File: config.mk
export PLATFORM = sky130hd
export DESIGN_NAME = dma_ring_chan
export DESIGN_NICKNAME = d
export VERILOG_FILES = /design/src/rtl/dma_ring_pkg.sv /design/src/rtl/dma_ring_step.sv /design/src/rtl/dma_ring_flag.sv /design/src/rtl/dma_ring_chan.sv
export SDC_FILE = /design/constraint.sdc
export NUM_CORES = 1
export LEC_CHECK = 0
export ABC_AREA = 0
export BUFFER_PORTS_ARGS = -buffer_cell sky130_fd_sc_hd__buf_2
export CAP_MARGIN = 20
export CORE_UTILIZATION = 30
export DETAILED_ROUTE_END_ITERATION = 8
export PLACE_DENSITY = 0.49
export SYNTH_ARGS = -nofsm -noshare
export SYNTH_HDL_FRONTEND = slang
export SYNTH_SLANG_ARGS = --single-unit
File: constraint.sdc
create_clock -name clk -period 7.3 [get_ports clk]
set_input_delay 0.365 -clock clk [delete_from_list [all_inputs] [get_ports clk]]
set_output_delay 0.365 -clock clk [all_outputs]
set_load 0.02 [all_outputs]
File: src/rtl/dma_ring_pkg.sv
package dma_ring_pkg;
    typedef enum logic [2:0] {
        SEL_PTR  = 3'd0,
        SEL_LEFT = 3'd1,
        SEL_ATTR = 3'd2,
        SEL_BASE = 3'd3,
        SEL_CTRL = 3'd4,
        SEL_STAT = 3'd5
    } reg_sel_e;

    localparam int ATTR_RING_BIT = 0;
    localparam int ATTR_IEN_BIT  = 1;
    localparam int ATTR_KIND_LO  = 2;
    localparam int KIND_W        = 2;
endpackage

File: src/rtl/dma_ring_step.sv
module dma_ring_step #(
    parameter int AW  = 16,
    parameter int SW  = 12,
    parameter int BLK = 4
) (
    input  logic [AW-1:0] cur_addr,
    input  logic [SW-1:0] cur_left,
    input  logic [SW-1:0] base_left,
    input  logic [AW-1:0] ring_start,
    input  logic          ring_mode,
    output logic [AW-1:0] nxt_addr,
    output logic [SW-1:0] nxt_left,
    output logic          short_xfer,
    output logic          zero_evt
);
    localparam logic [SW-1:0] BLK_S = SW'(BLK);
    localparam logic [AW-1:0] BLK_A = AW'(BLK);

    logic [SW-1:0] dec_left;
    logic [AW-1:0] inc_addr;

    always_comb begin
        short_xfer = (cur_left < BLK_S);
        dec_left   = short_xfer ? '0 : (cur_left - BLK_S);
        zero_evt   = (dec_left == '0);
        inc_addr   = cur_addr + BLK_A;
        nxt_left   = zero_evt ? base_left : dec_left;
        nxt_addr   = (zero_evt && ring_mode) ? ring_start : inc_addr;
    end
endmodule

File: src/rtl/dma_ring_flag.sv
module dma_ring_flag (
    input  logic clk,
    input  logic rst_n,
    input  logic set_i,
    input  logic clr_i,
    output logic flag_o
);
    logic flag_d, flag_q;

    always_comb begin
        flag_d = flag_q;
        if (clr_i) flag_d = 1'b0;
        if (set_i) flag_d = 1'b1;
    end

    always_ff @(posedge clk or negedge rst_n) begin
        if (!rst_n) flag_q <= 1'b0;
        else        flag_q <= flag_d;
    end

    assign flag_o = flag_q;
endmodule

File: src/rtl/dma_ring_chan.sv
module dma_ring_chan
    import dma_ring_pkg::*;
#(
    parameter int AW  = 16,
    parameter int SW  = 12,
    parameter int DW  = 32,
    parameter int BLK = 4
) (
    input  logic          clk,
    input  logic          rst_n,
    input  logic          wr_en,
    input  logic [2:0]    wr_sel,
    input  logic [DW-1:0] wr_data,
    input  logic          per_req,
    output logic          bus_req,
    output logic [AW-1:0] bus_addr,
    output logic [KIND_W-1:0] bus_kind,
    output logic          bus_err,
    output logic          irq,
    output logic          chan_on
);
    typedef struct packed {
        logic [AW-1:0]     addr;
        logic [SW-1:0]     left;
        logic [DW-1:0]     attr;
        logic [SW-1:0]     base;
        logic [AW-1:0]     start;
        logic              en;
        logic              req;
        logic [AW-1:0]     baddr;
        logic [KIND_W-1:0] kind;
        logic              err;
    } chan_st_t;

    chan_st_t st_d, st_q;

    logic [AW-1:0] step_addr;
    logic [SW-1:0] step_left;
    logic          step_short;
    logic          step_zero;
    logic          fire;
    logic          irq_set;
    logic          irq_clr;
    logic          unused_bits;

    assign unused_bits = ^{wr_data[DW-1:AW], st_q.attr[DW-1:ATTR_KIND_LO+KIND_W]};

    dma_ring_step #(.AW(AW), .SW(SW), .BLK(BLK)) u_step (
        .cur_addr   (st_q.addr),
        .cur_left   (st_q.left),
        .base_left  (st_q.base),
        .ring_start (st_q.start),
        .ring_mode  (st_q.attr[ATTR_RING_BIT]),
        .nxt_addr   (step_addr),
        .nxt_left   (step_left),
        .short_xfer (step_short),
        .zero_evt   (step_zero)
    );

    always_comb begin
        fire    = per_req && st_q.en && !wr_en;
        irq_set = fire && step_zero && st_q.attr[ATTR_IEN_BIT];
        irq_clr = wr_en && (wr_sel == SEL_STAT) && wr_data[0];

        st_d      = st_q;
        st_d.req  = 1'b0;
        st_d.err  = 1'b0;

        if (wr_en) begin
            unique case (reg_sel_e'(wr_sel))
                SEL_PTR:  st_d.addr = wr_data[AW-1:0];
                SEL_LEFT: st_d.left = wr_data[SW-1:0];
                SEL_ATTR: st_d.attr = wr_data;
                SEL_BASE: st_d.base = wr_data[SW-1:0];
                SEL_CTRL: begin
                    st_d.en = wr_data[0];
                    if (wr_data[0]) st_d.start = st_q.addr;
                end
                default: ;
            endcase
        end else if (fire) begin
            st_d.req   = 1'b1;
            st_d.baddr = st_q.addr;
            st_d.kind  = st_q.attr[ATTR_KIND_LO +: KIND_W];
            st_d.err   = step_short;
            st_d.addr  = step_addr;
            st_d.left  = step_left;
            if (step_zero && !st_q.attr[ATTR_RING_BIT]) st_d.en = 1'b0;
        end
    end

    always_ff @(posedge clk or negedge rst_n) begin
        if (!rst_n) st_q <= '0;
        else        st_q <= st_d;
    end

    dma_ring_flag u_flag (
        .clk    (clk),
        .rst_n  (rst_n),
        .set_i  (irq_set),
        .clr_i  (irq_clr),
        .flag_o (irq)
    );

    assign bus_req  = st_q.req;
    assign bus_addr = st_q.baddr;
    assign bus_kind = st_q.kind;
    assign bus_err  = st_q.err;
    assign chan_on  = st_q.en;
endmodule

==> impl_metrics.prom <==
# TYPE chip_impl_metric gauge
chip_impl_metric{name="site_rows",unit=""} 43
chip_impl_metric{name="final_net_count",unit=""} 514
chip_impl_metric{name="place.gp.congestion",unit=""} 0.845
chip_impl_info{name="critical_path.endpoint_type",value="flop"} 1
chip_impl_metric{name="synth-seq-cells",unit=""} 82
chip_impl_info{name="crit_end",value="st_q[95]$_DFFE_PN0P_"} 1
chip_impl_metric{name="crit_arrival",unit="ns"} 3.47
chip_impl_metric{name="max_stage_delay",unit="ns"} 0.61
chip_impl_info{name="ys_top_cells_by_area",value="dfrtp_1 (46%), mux2_2 (7.4%), nand2_1 (6.3%)"} 1
chip_impl_metric{name="post_synth.cell_area_avg",unit="um2"} 9.60
chip_impl_metric{name="vias",unit=""} 3558
chip_impl_metric{name="share_comb_of_total_power",unit="%"} 26.0
chip_impl_info{name="r2r-start",value="st_q[85]$_DFFE_PN0P_"} 1
chip_impl_metric{name="powerDensity",unit="nW/um2"} 338
chip_impl_metric{name="critical_path_required",unit="ns"} 7.52
chip_impl_metric{name="layout.filler_cells",unit=""} 1479
chip_impl_metric{name="area_growth_syn_to_layout",unit="%"} 12.3
chip_impl_metric{name="number_of_cts_inserted_buffers",unit=""} 9
chip_impl_metric{name="seq_area_frac_synth",unit="%"} 46.5
chip_impl_info{name="worst_hold_path_type",value="primary input to flop"} 1
chip_impl_metric{name="count_of_final_setup_violators",unit=""} 0
chip_impl_metric{name="synth.yosys.warnings",unit=""} 0
chip_impl_metric{name="io_buffers",unit=""} 44
chip_impl_info{name="yosysTopAreaCell",value="dfrtp_1"} 1
chip_impl_info{name="critical_path.cell_chain",value="or4_4, nor4_4, mux2i_1, buf_4, nand3_1, nor4b_1, nor3_1"} 1
chip_impl_metric{name="detailedRoute.firstPassIterationCount",unit=""} 4
chip_impl_metric{name="total_length_of_routed_met2_wires",unit="mm"} 5.03
chip_impl_info{name="dominantRegCellSynth",value="dfrtp_1"} 1
chip_impl_metric{name="reg2regPathDepth",unit=""} 7
chip_impl_metric{name="max_cap_viol_count",unit=""} 0
chip_impl_metric{name="i_o_pin_total",unit=""} 61
chip_impl_metric{name="switching_power",unit="mW"} 0.592
chip_impl_metric{name="clk_latency",unit="ns"} 0.34
chip_impl_metric{name="netlist_instances",unit=""} 460
chip_impl_metric{name="first_iter_violations",unit=""} 256
chip_impl_metric{name="numClockSinks",unit=""} 82
chip_impl_metric{name="placed_cells",unit=""} 640
chip_impl_metric{name="met3_wirelength",unit="um"} 742
chip_impl_metric{name="grt_max_degree",unit=""} 83
chip_impl_metric{name="cts.path.max_buffers",unit=""} 2
chip_impl_metric{name="drt_drc_violations_left",unit=""} 0
chip_impl_metric{name="layoutNonFillerInstCount",unit=""} 658
chip_impl_metric{name="tightestPinTransition",unit="ns"} 1.08
chip_impl_metric{name="placed_cell_areas",unit="um2"} 4600
chip_impl_metric{name="period_minus_slack",unit="ns"} 3.26
chip_impl_metric{name="pwr-share-seq",unit="%"} 44.6
chip_impl_metric{name="grt_remaining_overflow",unit=""} 0
chip_impl_info{name="crit_path_start_kind",value="flop"} 1
chip_impl_metric{name="fp.dieArea",unit="um2"} 15200
chip_impl_metric{name="worst-path-buf-inv",unit=""} 1
chip_impl_metric{name="mappedNetlistArea",unit="um2"} 4420
chip_impl_metric{name="worst_clock_skew",unit="ns"} 0.00529
chip_impl_info{name="setup.worst_path.start",value="st_q[85]$_DFFE_PN0P_"} 1
chip_impl_metric{name="design.core.area",unit="um2"} 14100
chip_impl_metric{name="globalRouteTotalUtil",unit="%"} 17.4
chip_impl_metric{name="initial_antenna_violation_count",unit=""} 0
chip_impl_metric{name="wirelength",unit="mm"} 11.9
chip_impl_info{name="rsz0062_at_grt",value="no"} 1
chip_impl_metric{name="num_antenna_cells",unit=""} 0
chip_impl_info{name="mostFrequentLayoutCells",value="dfrtp_1 (82), nand2_1 (74), buf_2 (43), a21oi_1 (34), mux2_2 (29)"} 1
chip_impl_info{name="run_status",value="complete, no violations"} 1
chip_impl_metric{name="post_drt_via_cell_ratio",unit=""} 5.41
chip_impl_metric{name="start_util",unit="%"} 31.3
chip_impl_metric{name="maxSlewHeadroom",unit="%"} 28.1
chip_impl_metric{name="number_of_enable_flip_flop_cells_after_synthesis",unit=""} 0
chip_impl_metric{name="tns",unit="ns"} 0
chip_impl_info{name="slowest_stage",value="or4_4"} 1
chip_impl_info{name="worst_path_dominant_cell_family",value="simple AND/OR/NAND/NOR gates"} 1
chip_impl_metric{name="synth_top_cell_area_share",unit="%"} 46.5
chip_impl_info{name="tritoncts",value="built"} 1
chip_impl_metric{name="syn_nets",unit=""} 501
chip_impl_metric{name="post_route_cells_drive_above_1_share",unit="%"} 23.6
chip_impl_metric{name="hpwlAfterDp",unit="mm"} 7.74
chip_impl_metric{name="total_power",unit="mW"} 1.67
chip_impl_metric{name="die_w",unit="um"} 123
chip_impl_metric{name="grt_pass1_wl",unit="mm"} 19.8
chip_impl_metric{name="p_clk_share",unit="%"} 29.5
chip_impl_metric{name="power_leakage",unit="nW"} 2.20
chip_impl_info{name="timing.rr.end",value="st_q[95]$_DFFE_PN0P_"} 1
chip_impl_metric{name="die_span_in_y",unit="um"} 123
chip_impl_metric{name="r2r_slack",unit="ns"} 4.04
chip_impl_metric{name="synthArstFlopShare",unit="%"} 100
chip_impl_metric{name="finalHoldViolations",unit=""} 0
chip_impl_metric{name="slew_violations",unit=""} 0
chip_impl_metric{name="max-vdd-ir-drop",unit="mV"} 0.117
chip_impl_metric{name="met1Wirelength",unit="mm"} 5.91
chip_impl_metric{name="fmax_achieved",unit="MHz"} 307
chip_impl_metric{name="crit_cells",unit=""} 7
chip_impl_metric{name="internal-power",unit="mW"} 1.08
chip_impl_metric{name="clock_tree.htree_level_count",unit=""} 3
chip_impl_metric{name="clkTransAtPathRegs",unit="ns"} 0.06
chip_impl_info{name="most_common_library_cell_in_the_layout_ignoring_fill_and_taps",value="dfrtp_1"} 1
chip_impl_metric{name="detail_route.wl_per_cell",unit="um"} 18.1
chip_impl_info{name="timing_worst_setup_path_type",value="flop to flop"} 1
chip_impl_metric{name="final_area",unit="um2"} 4960
chip_impl_metric{name="worstPathMaxFanout",unit=""} 13
chip_impl_metric{name="yosys.cell_types.count",unit=""} 56
chip_impl_info{name="topRoutingLayerUsed",value="met4"} 1
chip_impl_info{name="cts_root_buf",value="clkbuf_16"} 1
chip_impl_metric{name="ant_nets",unit=""} 0
chip_impl_metric{name="vias_in_the_first_global_route",unit=""} 3535
chip_impl_metric{name="p_sw_share",unit="%"} 35.3
chip_impl_metric{name="min_period_over_period",unit="%"} 44.6
## synthesized netlist by cell type, types with 3 or more instances
master	n
clkbuf_1	20
xnor2_1	9
buf_6	4
nand4_1	9
dfrtp_1	82
nor2_1	16
buf_4	18
nor3b_1	3
nor3_1	7
o31ai_1	13
nand3_1	15
a31oi_1	3
mux2_2	29
a21oi_1	34
or3_1	4
and3_1	15
buf_2	5
a41oi_1	3
o21ai_1	11
xor2_1	5
a21oi_2	5
nand2_1	74
inv_1	9
o21ai_0	27
## kinds of logic (layout without fill, tap and decap cells)
kind of cell             Yosys count  in the layout  synth area share (%)
buffers and inverters             57             75                  7.45
adder cells (fa/ha/maj)            2              2                 0.566
AND/OR/NAND/NOR                  163            163                  19.1
XOR/XNOR                          14             14                  2.78
flip-flops                        82             82                  46.5
AO/OA/AOI/OAI                    110            110                  15.4
multiplexers                      32             32                  8.27
## layout make-up
cell class / count / area (um2) / area share [%]
flip-flops and latches: 82 / 2050 / 41.4
clock buffers: 10 / 239 / 4.82
inverters: 9 / 33.8 / 0.681
multi-input cells: 321 / 2040 / 41.1
well taps: 180 / 225 / 4.54
repair buffers: 50 / 290 / 5.85
clock inverters: 6 / 80.1 / 1.61
## worst min-delay path by stage
stage / start / to / cells after the start
2_1_floorplan: rst_n / bus_addr[0]$_DFFE_PN0P_ / 0
3_3_place_gp: bus_addr[14]$_DFFE_PN0P_ / bus_addr[14]$_DFFE_PN0P_ / 2
3_5_place_dp: bus_addr[15]$_DFFE_PN0P_ / bus_addr[15]$_DFFE_PN0P_ / 2
4_1_cts: rst_n / bus_req$_DFF_PN0_ / 1
5_1_grt: wr_data[0] / st_q[37]$_DFFE_PN0P_ / 2
6_report: wr_data[7] / st_q[44]$_DFFE_PN0P_ / 2
## flip-flops by register name (all words and copies together) (netlist names)
register / cells
bus_kind: 2
st_q: 60
bus_addr: 16
bus_req: 1
bus_err: 1
chan_on: 1
u_flag.flag_o: 1
## routing by layer
layer	track usage [%]	vias up
met5	0	-
met2	24.5	107
met3	3.37	19
met4	7.08	0
met1	25.6	1784
li1	-	1648
## metrics by stage
stage | setup WS [ns] | util, % | hold slack (ns)
global placement | 4.09 | 32.6 | 0.455
finish | 4.04 | 35.2 | 0.292
global route | 3.88 | 35.2 | 0.284
CTS | 4.08 | 34.9 | 0.267
floorplan | 4.88 | - | 0.0694
detailed placement | 4.09 | 32.6 | 0.458
## power by group through the flow
stage                     registers (mW)  clock network (mW)  logic, mW
final                              0.746               0.493      0.435
after global routing               0.773               0.524      0.491
after CTS                          0.744               0.504      0.435
after detailed placement           0.752                   0      0.433
after global placement             0.745                   0      0.428
after floorplan                    0.698                   0      0.401
## timing repair
item,CTS,global route
resized for setup,0,0
setup buffers,0,0
hold buffers,0,1
hold endpoints to repair,0,11
Note: power is estimated with default switching activity, not from simulation.
